===== src/rtl/sag_pkg.sv =====
package sag_pkg;
    localparam int ADDR_W  = 14;
    localparam int SH_W    = 4;
    localparam int IDX_W   = 3;
    localparam int CTX_W   = 32;
    localparam int N_CTX   = 4;
    localparam int CNT_W   = 9;
    localparam int UNR_W   = 4;
    localparam int MP_W    = 4;
    localparam int N_CNT   = 1 << IDX_W;
    localparam int CSEL_W  = $clog2(N_CTX);
    localparam int RSV_W   = CTX_W - ADDR_W - 2*SH_W - 2*IDX_W;

    typedef struct packed {
        logic [RSV_W-1:0]  rsv;
        logic [IDX_W-1:0]  inner_idx;
        logic [IDX_W-1:0]  outer_idx;
        logic [SH_W-1:0]   elem_sh;
        logic [SH_W-1:0]   row_sh;
        logic [ADDR_W-1:0] base;
    } desc_t;

    typedef struct packed {
        logic              valid;
        logic [ADDR_W-1:0] base;
        logic [ADDR_W-1:0] term;
    } stage_t;
endpackage


===== src/rtl/sag_ctx_file.sv =====
module sag_ctx_file
    import sag_pkg::*;
(
    input  logic              clk,
    input  logic              rst_n,
    input  logic              we_i,
    input  logic [CSEL_W-1:0] widx_i,
    input  logic [CTX_W-1:0]  wdata_i,
    input  logic [CSEL_W-1:0] ridx_i,
    output desc_t             rdata_o
);
    desc_t ctx_d [N_CTX];
    desc_t ctx_q [N_CTX];

    always_comb begin
        for (int k = 0; k < N_CTX; k++) begin
            ctx_d[k] = ctx_q[k];
        end
        if (we_i) begin
            ctx_d[widx_i] = desc_t'(wdata_i);
        end
    end

    always_ff @(posedge clk) begin
        for (int k = 0; k < N_CTX; k++) begin
            if (!rst_n) ctx_q[k] <= '0;
            else        ctx_q[k] <= ctx_d[k];
        end
    end

    // read happens before the write of the same edge
    assign rdata_o = ctx_q[ridx_i];

    assert_ctx_write_R1: assert property (@(posedge clk) disable iff (!rst_n)
        we_i |=> (ctx_q[$past(widx_i)] == desc_t'($past(wdata_i))));
endmodule


===== src/rtl/sag_operand_sel.sv =====
module sag_operand_sel
    import sag_pkg::*;
(
    input  desc_t                  desc_i,
    input  logic [N_CNT*CNT_W-1:0] cnt_i,
    input  logic                   unroll_en_i,
    input  logic [UNR_W-1:0]       unroll_i,
    input  logic [MP_W-1:0]        mod_period_i,
    input  logic                   alu_en_i,
    input  logic [ADDR_W-1:0]      alu_addr_i,
    output logic [ADDR_W-1:0]      term_o
);
    logic [CNT_W-1:0]  outer_v;
    logic [CNT_W-1:0]  inner_v;
    logic [ADDR_W-1:0] outer_sh;
    logic [ADDR_W-1:0] inner_sh;

    always_comb begin
        // counter slot 0 is the constant-zero counter
        outer_v = '0;
        inner_v = '0;
        if (desc_i.outer_idx != '0) outer_v = cnt_i[desc_i.outer_idx*CNT_W +: CNT_W];
        if (desc_i.inner_idx != '0) inner_v = cnt_i[desc_i.inner_idx*CNT_W +: CNT_W];
        // modulo-period compensation on the inner variable
        inner_v = inner_v - CNT_W'(mod_period_i);
        // unroll factor replaces the inner variable
        if (unroll_en_i) inner_v = CNT_W'(unroll_i);
        outer_sh = ADDR_W'(outer_v) << desc_i.row_sh;
        inner_sh = ADDR_W'(inner_v) << desc_i.elem_sh;
        // ALU offset bypasses the shift/OR term
        term_o = alu_en_i ? alu_addr_i : (outer_sh | inner_sh);
    end
endmodule


===== src/rtl/sag_top.sv =====
module sag_top
    import sag_pkg::*;
(
    input  logic                   clk,
    input  logic                   rst_n,
    input  logic                   ctx_we_i,
    input  logic [CSEL_W-1:0]      ctx_widx_i,
    input  logic [CTX_W-1:0]       ctx_wdata_i,
    input  logic [N_CNT*CNT_W-1:0] loop_cnt_i,
    input  logic                   req_valid_i,
    input  logic [CSEL_W-1:0]      req_ctx_idx_i,
    input  logic                   req_unroll_en_i,
    input  logic [UNR_W-1:0]       req_unroll_i,
    input  logic [MP_W-1:0]        req_mod_period_i,
    input  logic                   req_alu_en_i,
    input  logic [ADDR_W-1:0]      req_alu_addr_i,
    output logic [ADDR_W-1:0]      addr_o,
    output logic                   addr_valid_o
);
    desc_t             desc;
    logic [ADDR_W-1:0] term;
    stage_t            stage_d;
    stage_t            stage_q;

    sag_ctx_file u_ctx (
        .clk     (clk),
        .rst_n   (rst_n),
        .we_i    (ctx_we_i),
        .widx_i  (ctx_widx_i),
        .wdata_i (ctx_wdata_i),
        .ridx_i  (req_ctx_idx_i),
        .rdata_o (desc)
    );

    sag_operand_sel u_sel (
        .desc_i       (desc),
        .cnt_i        (loop_cnt_i),
        .unroll_en_i  (req_unroll_en_i),
        .unroll_i     (req_unroll_i),
        .mod_period_i (req_mod_period_i),
        .alu_en_i     (req_alu_en_i),
        .alu_addr_i   (req_alu_addr_i),
        .term_o       (term)
    );

    always_comb begin
        stage_d       = stage_q;
        stage_d.valid = req_valid_i;
        if (req_valid_i) begin
            stage_d.base = desc.base;
            stage_d.term = term;
        end
    end

    always_ff @(posedge clk) begin
        if (!rst_n) stage_q <= '0;
        else        stage_q <= stage_d;
    end

    // final add after the pipeline register, wraps modulo 2^ADDR_W
    assign addr_o       = stage_q.base + stage_q.term;
    assign addr_valid_o = stage_q.valid;

    assert_one_cycle_R7: assert property (@(posedge clk) disable iff (!rst_n)
        req_valid_i |=> addr_valid_o);
    assert_no_spurious_R9: assert property (@(posedge clk) disable iff (!rst_n)
        !req_valid_i |=> (!addr_valid_o && $stable(addr_o)));
    assert_alu_offset_R6: assert property (@(posedge clk) disable iff (!rst_n)
        (req_valid_i && req_alu_en_i) |=> (stage_q.term == $past(req_alu_addr_i)));
endmodule


===== config.mk =====
export PLATFORM = sky130hd
export DESIGN_NAME = sag_top
export DESIGN_NICKNAME = d
export VERILOG_FILES = /design/src/rtl/sag_pkg.sv /design/src/rtl/sag_ctx_file.sv /design/src/rtl/sag_operand_sel.sv /design/src/rtl/sag_top.sv
export SDC_FILE = /design/constraint.sdc
export NUM_CORES = 1
export LEC_CHECK = 0
export ABC_AREA = 1
export BUFFER_PORTS_ARGS = -buffer_cell sky130_fd_sc_hd__buf_2
export CELL_PAD_IN_SITES_DETAIL_PLACEMENT = 0
export CELL_PAD_IN_SITES_GLOBAL_PLACEMENT = 1
export CORE_MARGIN = 3
export CORE_UTILIZATION = 40
export DETAILED_ROUTE_END_ITERATION = 10
export PLACE_DENSITY_LB_ADDON = 0.1
export SYNTH_ARGS = -nofsm -noshare
export SYNTH_HDL_FRONTEND = slang
export SYNTH_HIERARCHICAL = 1
export SYNTH_SLANG_ARGS = --single-unit

===== constraint.sdc =====
create_clock -name clk -period 5.7 [get_ports clk]
set_clock_uncertainty 0.15 [all_clocks]
set_input_delay 0.57 -clock clk [delete_from_list [all_inputs] [get_ports clk]]
set_output_delay 0.57 -clock clk [all_outputs]
set_load 0.005 [all_outputs]

Word level (Yosys, flattened, before mapping)
Memories as Yosys holds them, arrays and structs flattened. Index checks and enable logic that the tools add are counted.

Output and inout bits: 15. Memories: 1. Logic and storage cells: 37. Bits in writable memories: 128. Input port bits: 136. Flip-flop bits (word level): 29.

$mul: 2. Bitwise logic cells: 6. Reduce and logical (&&, ||, !) cells: 3. Shift-type cells: 4. Add/subtract/negate cells: 2. Mux-type cells: 14. $lt $le $gt $ge: 2.

Memories: u_ctx.ctx_q (words 4, bits a word 32, read ports 5, clocked after memory_dff 0, write ports 4, RTL line sag_ctx_file.sv:13) `desc_t ctx_q [N_CTX];`.

Operator list (count): 2-to-1 mux 32 bit (5); variable part select 72 x 8 -> 9 bit (2); bitwise mux 128 bit (1); 2-to-1 mux 128 bit (1); demux 32 bit (select 2 bit) (1); << shifter 9 x 4 -> 14 bit (2); 2-to-1 mux 9 bit (3); adder 14 bit (1); multiplier 3 x 4 -> 7 bit, second input constant (2); 2-to-1 mux 14 bit (1); OR 14 bit (1); subtractor 9 x 4 -> 9 bit (1); nonzero test 3 bit (2); OR 1 bit (4); greater-or-equal comparator 3 bit, second input constant (1); less-than comparator 3 x 1 -> 1 bit, second input constant (1); inverter 2 -> 3 bit (1); 2-to-1 mux 1 bit (2); logical AND 1 bit (1).

Longest topological paths before layout
Gate-level depths: netlist (run 1). An unclocked memory read counts as a cell.

Depth in word-level cells: 9. Mapped depth: 31. Mapped depth without buffers: 28.

Modules after synthesis
The synthesis (run 1) kept the hierarchy.

By module, submodules not included: sag_ctx_file (area each 6366.1 um^2, cells an instance 1001, times used 1, sequential area each 2562.5 um^2); sag_operand_sel (area each 2811.4 um^2, cells an instance 609, times used 1, sequential area each 0.0 um^2); sag_top (area each 1785.5 um^2, cells an instance 268, times used 1, sequential area each 580.6 um^2).

Least setup slack after synthesis (run 1)
Ideal clock, no wire load.

Kind: input port to flip-flop. Start: input req_ctx_idx_i[1]. End: register stage_q[12] (netlist bit). Setup time: 65 ps. Required time: 5485 ps. Buffers on the path: 5. Stages: 27. Arrival: 3948 ps. Path slack: 1538 ps. Cell sequence: clkbuf_1 inv_1 clkbuf_1 o211ai_1 nand2_1 buf_2 buf_2 clkbuf_1 a21oi_1 o21ai_0 a31oi_1 inv_1 ha_1 inv_1 fa_1 a21oi_1 o21ai_0 nand2_1 o21ai_0 or2_2 nand3_1 nand3_1 nand2_1 inv_1 a21oi_1 nor2_1 nor2_1.

RTL lines: from (decl) (RTL line sag_top.sv:11) `input logic [CSEL_W-1:0] req_ctx_idx_i,`; to (signal assigned) (RTL line sag_top.sv:57) `else stage_q <= stage_d;`; to (decl) (RTL line sag_top.sv:23) `stage_t stage_q;`.

==> results of run 1 <==
==> per-stage QoR <==
stage / power [mW] / util, % / setup WS (ns) / instance area (um2) / hold WS, ns
finish: 3.04 / 46.2 / 1.32 / 11400 / 0.262
detailed placement: 1.94 / 43.7 / 0.925 / 10800 / 0.318
CTS: 3.07 / 46.2 / 1.37 / 11400 / 0.245
global route: 3.24 / 46.2 / 0.916 / 11400 / 0.266
floorplan: 1.71 / - / 1.65 / 10200 / 0.302
global placement: 1.93 / 43.7 / 1.01 / 10800 / 0.310
==> tightest hold or removal path, stage by stage <==
cell and delay (ns):
buf_2 0.11, nor2_1 0.05, nor2_1 0.08
==> flip-flops by register name (all words and copies together) (netlist names) <==
name and flops:
addr_valid_o 1, stage_q 28, u_ctx/ctx_q 112
==> layout make-up <==
| cell class | instances | area, um2 | share of cell area (%) |
|---|---|---|---|
| tap | 324 | 405 | 3.55 |
| clock inverter | 15 | 188 | 1.64 |
| timing repair buffer | 158 | 826 | 7.22 |
| sequential | 141 | 2820 | 24.7 |
| inverter | 214 | 803 | 7.03 |
| antenna | 1 | 2.50 | 0.0219 |
| multi-input combinational | 1295 | 5960 | 52.1 |
| clock buffer | 17 | 425 | 3.72 |
==> how the worst max path moves through the flow <==
stage	startpoint	to	slack [ns]	cells past startpoint
2_1_floorplan	req_ctx_idx_i[1]	stage_q[12]$_SDFFE_PN0P_	1.65	27
3_3_place_gp	req_ctx_idx_i[0]	stage_q[10]$_SDFFE_PN0P_	1.01	25
3_5_place_dp	req_ctx_idx_i[1]	stage_q[6]$_SDFFE_PN0P_	0.92	22
4_1_cts	req_ctx_idx_i[1]	stage_q[6]$_SDFFE_PN0P_	1.37	22
5_1_grt	req_ctx_idx_i[0]	stage_q[10]$_SDFFE_PN0P_	0.92	23
6_report	req_ctx_idx_i[1]	stage_q[6]$_SDFFE_PN0P_	1.32	22
==> routing by layer <==
layer | track usage [%] | up-vias | part of all wire [%]
li1 | - | 5653 | -
met1 | 29.3 | 4817 | 50
met2 | 34.8 | 187 | 45
met3 | 3.45 | 28 | 3.6
met4 | 4.12 | 4 | 1.0
met5 | 0 | - | 0.087
==> report_power, final <==
group	switching [mW]	internal, mW	leakage, nW
Combinational	0.564	0.291	4.66
Clock	0.523	0.599	0.295
Sequential	0.0252	1.04	1.16
Total	1.11	1.93	6.11
==> reports/qor.yml, run 1 <==
setup_path:
  end_kind: "flip-flop"
  crit_slowest_cell: "nand2_1"
  critPathArrivalTime_ns: 4.54
  critical-path-max-stage-delay_ns: 0.55
  worstReg2RegStart: "u_ctx/ctx_q[3][26]$_SDFFE_PN0P_"
  r2r_setup_slack_ns: 1.60
  rr_worst_depth: 23
  crit_path_cell_trace: "buf_2 > buf_4 > o211ai_1 > nand2_1 > inv_2 > nand3_1 > o21ai_0 > a31oi_1 > inv_1 > ha_1 > inv_1 > fa_1 > mux2i_1 > nand2_1 > o21ai_0 > o21ai_0 > a21oi_1 > nand2_1 > a21oi_1 > a21oi_1 > nor2_1 > nor2_1"
  crit_fanout: 28
  worst_setup_path_start_kind: "primary input"
  r2r-end: "stage_q[10]$_SDFFE_PN0P_"
  path_buf_inv: 5
  crit_type: "in -> reg"
  cpLargestDelayFamily: "compound AO/OA/AOI/OAI gates"
  critPathRequiredTime_ns: 5.87
cells_and_area:
  layout_commonest_cell: "nand2_1"
  drive_gt1_share_pct: 12.4
  fillCellCount: 2785
  final_cell_mix: "nand2_1 (526), nor2_1 (322), inv_1 (204)"
  stdcell_count: 2165
  fin_nets: 1982
  area_delta_synth_final_pct: 11.8
sta:
  finalSetupViolCount: 0
  rsz0062_at_grt: "false"
  fin_crit_ns: 4.38
  fin_setup_tns_ns: 0
  period_share_pct: 76.8
  timing.fmax_ghz: 0.228
  timing.final.max_slew_violations: 0
  hold_violations: 0
  slew_headroom_pct: 41.9
  worstMarginPinSlew_ns: 0.870
route:
  vias: 10700
  detail-route-antenna-nets: 0
  drt-pass1-iter-count: 5
  post-route-drc-count: 0
  routedWlPerCell_um: 13.7
  drt_wl_total_mm: 29.7
  vias_per_cell: 4.94
  drtIter0Drc: 658
floorplan:
  core_area_mm2: 0.0247
  die_w_um: 166
  die_h_um: 166
  ios: 151
  num_rows: 57
  die-area_mm2: 0.0275
  initial_utilization_pct: 41.3
placed_design:
  gp_congestion: 0.896
  port_buffers: 146
  dp.cells: 2132
  dp.final_hpwl_mm: 20.7
cts:
  clk_latency_ns: 0.43
  cts_tree: "built"
  tritoncts.num_buffers: 17
  path_clk_slew_ns: 0.07
  cts_root_buf: "clkbuf_16"
  post-cts-setup-buffer-count: 0
  clkSinkCount: 141
  clock_path_buffers: 2
  cts-htree-levels: 4
  ctsResizeCount: 0
  hold_buffers: 0
synthesis:
  yosys_warnings: 6
  synthesis.area_mm2: 0.0102
  synthCells: 1762
  synth_nets: 1917
  avgSynthCellArea_um2: 5.80
global_route:
  grt_pass1_vias: 9907
  grt_max_degree: 80
  grtUsageTotal_pct: 21.1
  grt_pass1_wl_mm: 48.8
  antenna_found_initial: 2
  overflow: 0
pwr:
  powerDensity_mw_per_mm2: 266
  total_leakage_power_nw: 6.11
  ir_drop_mv: 0.175
worst_hold_path:
  holdPathEnd: "u_ctx/ctx_q[2][4]$_SDFFE_PN0P_"
  worstHoldPathCells: 3
  hp-start: "ctx_wdata_i[4]"
  min_path_type: "in -> reg"
outcome:
  status: "finished clean"
job:
  maxCapViolCount: 0
Power figures use the tool's default switching activity.
==> inputs of run 2 (changes only) <==
==> constraint.sdc (replaced) <==
create_clock -name clk -period 4.2 [get_ports clk]
set_clock_uncertainty 0.15 [all_clocks]
set_input_delay 0.42 -clock clk [delete_from_list [all_inputs] [get_ports clk]]
set_output_delay 0.42 -clock clk [all_outputs]
set_load 0.005 [all_outputs]
==> run 2 against run 1 <==
Hold slack worse by 0.15 ns; via count up 0.23%; global-route usage increased by 0.40 points; first-iteration DRC count grew 7.1%; routed wire length is 0.15% lower; sequential share of layout area fell by 0.31 points; cell count up 0.88%; highest routed layer unchanged; final area grew 1.3%; sequential cell count did not move; core utilization is 0.59 points higher; die area is the same; total power up 37%.
==> reports/qor.yml, run 2 (synthesis gave the netlist of run 1 again) <==
outcome:
  status: "finished clean"
job:
  maxCapViolCount: 0
cells_and_area:
  largest_reg_flops: 112
  fin_nets: 2002
  layout_commonest_cell: "nand2_1"
  diodes: 0
  regMostFlops: "u_ctx/ctx_q"
  area_delta_synth_final_pct: 13.2
  drive_gt1_share_pct: 13.4
  final_cell_mix: "nand2_1 (526), nor2_1 (322), inv_1 (204)"
sta:
  period_share_pct: 86.9
  rsz0062_at_grt: "false"
  worstMarginPinSlew_ns: 0.973
  timing.final.max_slew_violations: 0
  fin_crit_ns: 3.65
  fin_setup_tns_ns: 0
  hold_violations: 0
  finalSetupViolCount: 0
  slew_headroom_pct: 35.0
  fin_ws_ns: 0.551
  timing.fmax_ghz: 0.274
pwr:
  sw_frac_of_total_pct: 35.5
  total_leakage_power_nw: 6.21
  ir_drop_mv: 0.218
  internal_power_mw: 2.69
  power_frac_seq_pct: 34.7
  power_switching_mw: 1.48
  powerDensity_mw_per_mm2: 361
  clock_power_share_pct: 37.0
  combPwrFrac_pct: 28.3
cts:
  clock_path_buffers: 2
  cts_root_buf: "clkbuf_16"
  clk_latency_ns: 0.43
  hold_buffers: 0
  path_clk_slew_ns: 0.07
  clkSinkCount: 141
  post-cts-setup-buffer-count: 0
  tritoncts.num_buffers: 17
  cts-htree-levels: 4
  ctsResizeCount: 0
  cts_tree: "built"
route:
  vias: 10700
  vias_per_cell: 4.91
  drtIter0Drc: 705
  post-route-drc-count: 0
  drt_wl_total_mm: 29.7
  detail-route-antenna-nets: 0
  routedWlPerCell_um: 13.6
  drt-pass1-iter-count: 5
floorplan:
  initial_utilization_pct: 41.3
  core_area_mm2: 0.0247
  num_rows: 57
  die_w_um: 166
  ios: 151
  die-area_mm2: 0.0275
  die_h_um: 166
setup_path:
  crit_fanout: 22
  worst_setup_path_start_kind: "flip-flop"
  rr_worst_depth: 24
  critical-path-max-stage-delay_ns: 0.42
  r2r_setup_slack_ns: 0.55
  path_buf_inv: 6
  cpLargestDelayFamily: "compound AO/OA/AOI/OAI gates"
  critPathRequiredTime_ns: 4.36
  crit_path_cell_trace: "inv_1 > nand2_1 > o211ai_1 > nand2_1 > buf_4 > buf_4 > a21oi_1 > o21ai_0 > a31oi_1 > inv_1 > ha_1 > inv_1 > fa_1 > mux2i_1 > nand2_1 > o21ai_0 > o21ai_0 > buf_4 > a21oi_1 > nand2_1 > a21oi_1 > a21oi_1 > nor2_1 > nor2_1"
  end_kind: "flip-flop"
  crit_type: "reg -> reg"
  critPathArrivalTime_ns: 3.81
  crit_cells: 24
  crit_slowest_cell: "fa_1"
global_route:
  overflow: 0
  antenna_found_initial: 3
  grt_max_degree: 94
  grt_pass1_vias: 9966
  grtUsageTotal_pct: 21.5
  grt_pass1_wl_mm: 49.7
placed_design:
  dp_slack_ns: 0.238
  port_buffers: 146
  gp_congestion: 0.887
  dp.final_hpwl_mm: 21.1
worst_hold_path:
  min_path_type: "in -> reg"
  worstHoldPathCells: 3
## run 2: cell count changes in the layout (fill, tap and decap cells not counted)
| cell | change |
|---|---|
| bufinv_16 | +1 |
| clkinv_8 | -2 |
| buf_4 | +20 |
| inv_6 | +2 |
| inv_12 | -1 |
| diode_2 | -1 |
## run 2: final timing paths
| path | startpoint | end |
|---|---|---|
| worst min-delay path | ctx_wdata_i[4] | u_ctx/ctx_q[1][4]$_SDFFE_PN0P_ |
| worst max register to register | u_ctx/ctx_q[1][25]$_SDFFE_PN0P_ | stage_q[6]$_SDFFE_PN0P_ |
| worst min register to register | u_ctx/ctx_q[0][9]$_SDFFE_PN0P_ | u_ctx/ctx_q[0][9]$_SDFFE_PN0P_ |
| worst max-delay path | u_ctx/ctx_q[1][25]$_SDFFE_PN0P_ | stage_q[6]$_SDFFE_PN0P_ |
## run 2: per-layer routing
layer / GRT usage, % / share of wire [%] / wire length [um]
met3: 4.14 / 4.6 / 1350
met2: 34.1 / 45 / 13200
met5: 0 / 0.11 / 33
met1: 30.4 / 50 / 14700
met4: 4.70 / 1.1 / 325
## run 2: cell type report
type / instances / area [um2]
clock buffers: 17 / 425
repair buffers: 178 / 976
flip-flops and latches: 141 / 2820
well taps: 324 / 405
inverters: 214 / 803
clock inverters: 15 / 186
fillers: 2704 / 13200
multi-input cells: 1295 / 5960
## run 2: tightest hold or removal path: cells and delay by family
kind / cells / cell delay [ns]
buf+inv: 1 / 0.11
simple gates: 2 / 0.13
## run 2: power groups by stage
stage | registers [mW] | logic (mW) | clock network, mW
floorplan | 1.47 | 0.850 | 0
global placement | 1.48 | 1.17 | 0
detailed placement | 1.48 | 1.18 | 0
CTS | 1.45 | 1.18 | 1.59
global route | 1.46 | 1.36 | 1.65
finish | 1.45 | 1.18 | 1.54
## run 2: metrics by stage
step	power [mW]	hold WS [ns]	cell area (um2)	utilization, %	std cells
6_report	4.18	0.114	11600	46.8	2184
3_3_place_gp	2.65	0.309	11000	44.3	2152
3_5_place_dp	2.66	0.318	11000	44.3	2152
2_1_floorplan	2.32	0.302	10200	-	1762
4_1_cts	4.23	0.0922	11600	46.8	2184
5_1_grt	4.47	0.112	11600	46.8	2184
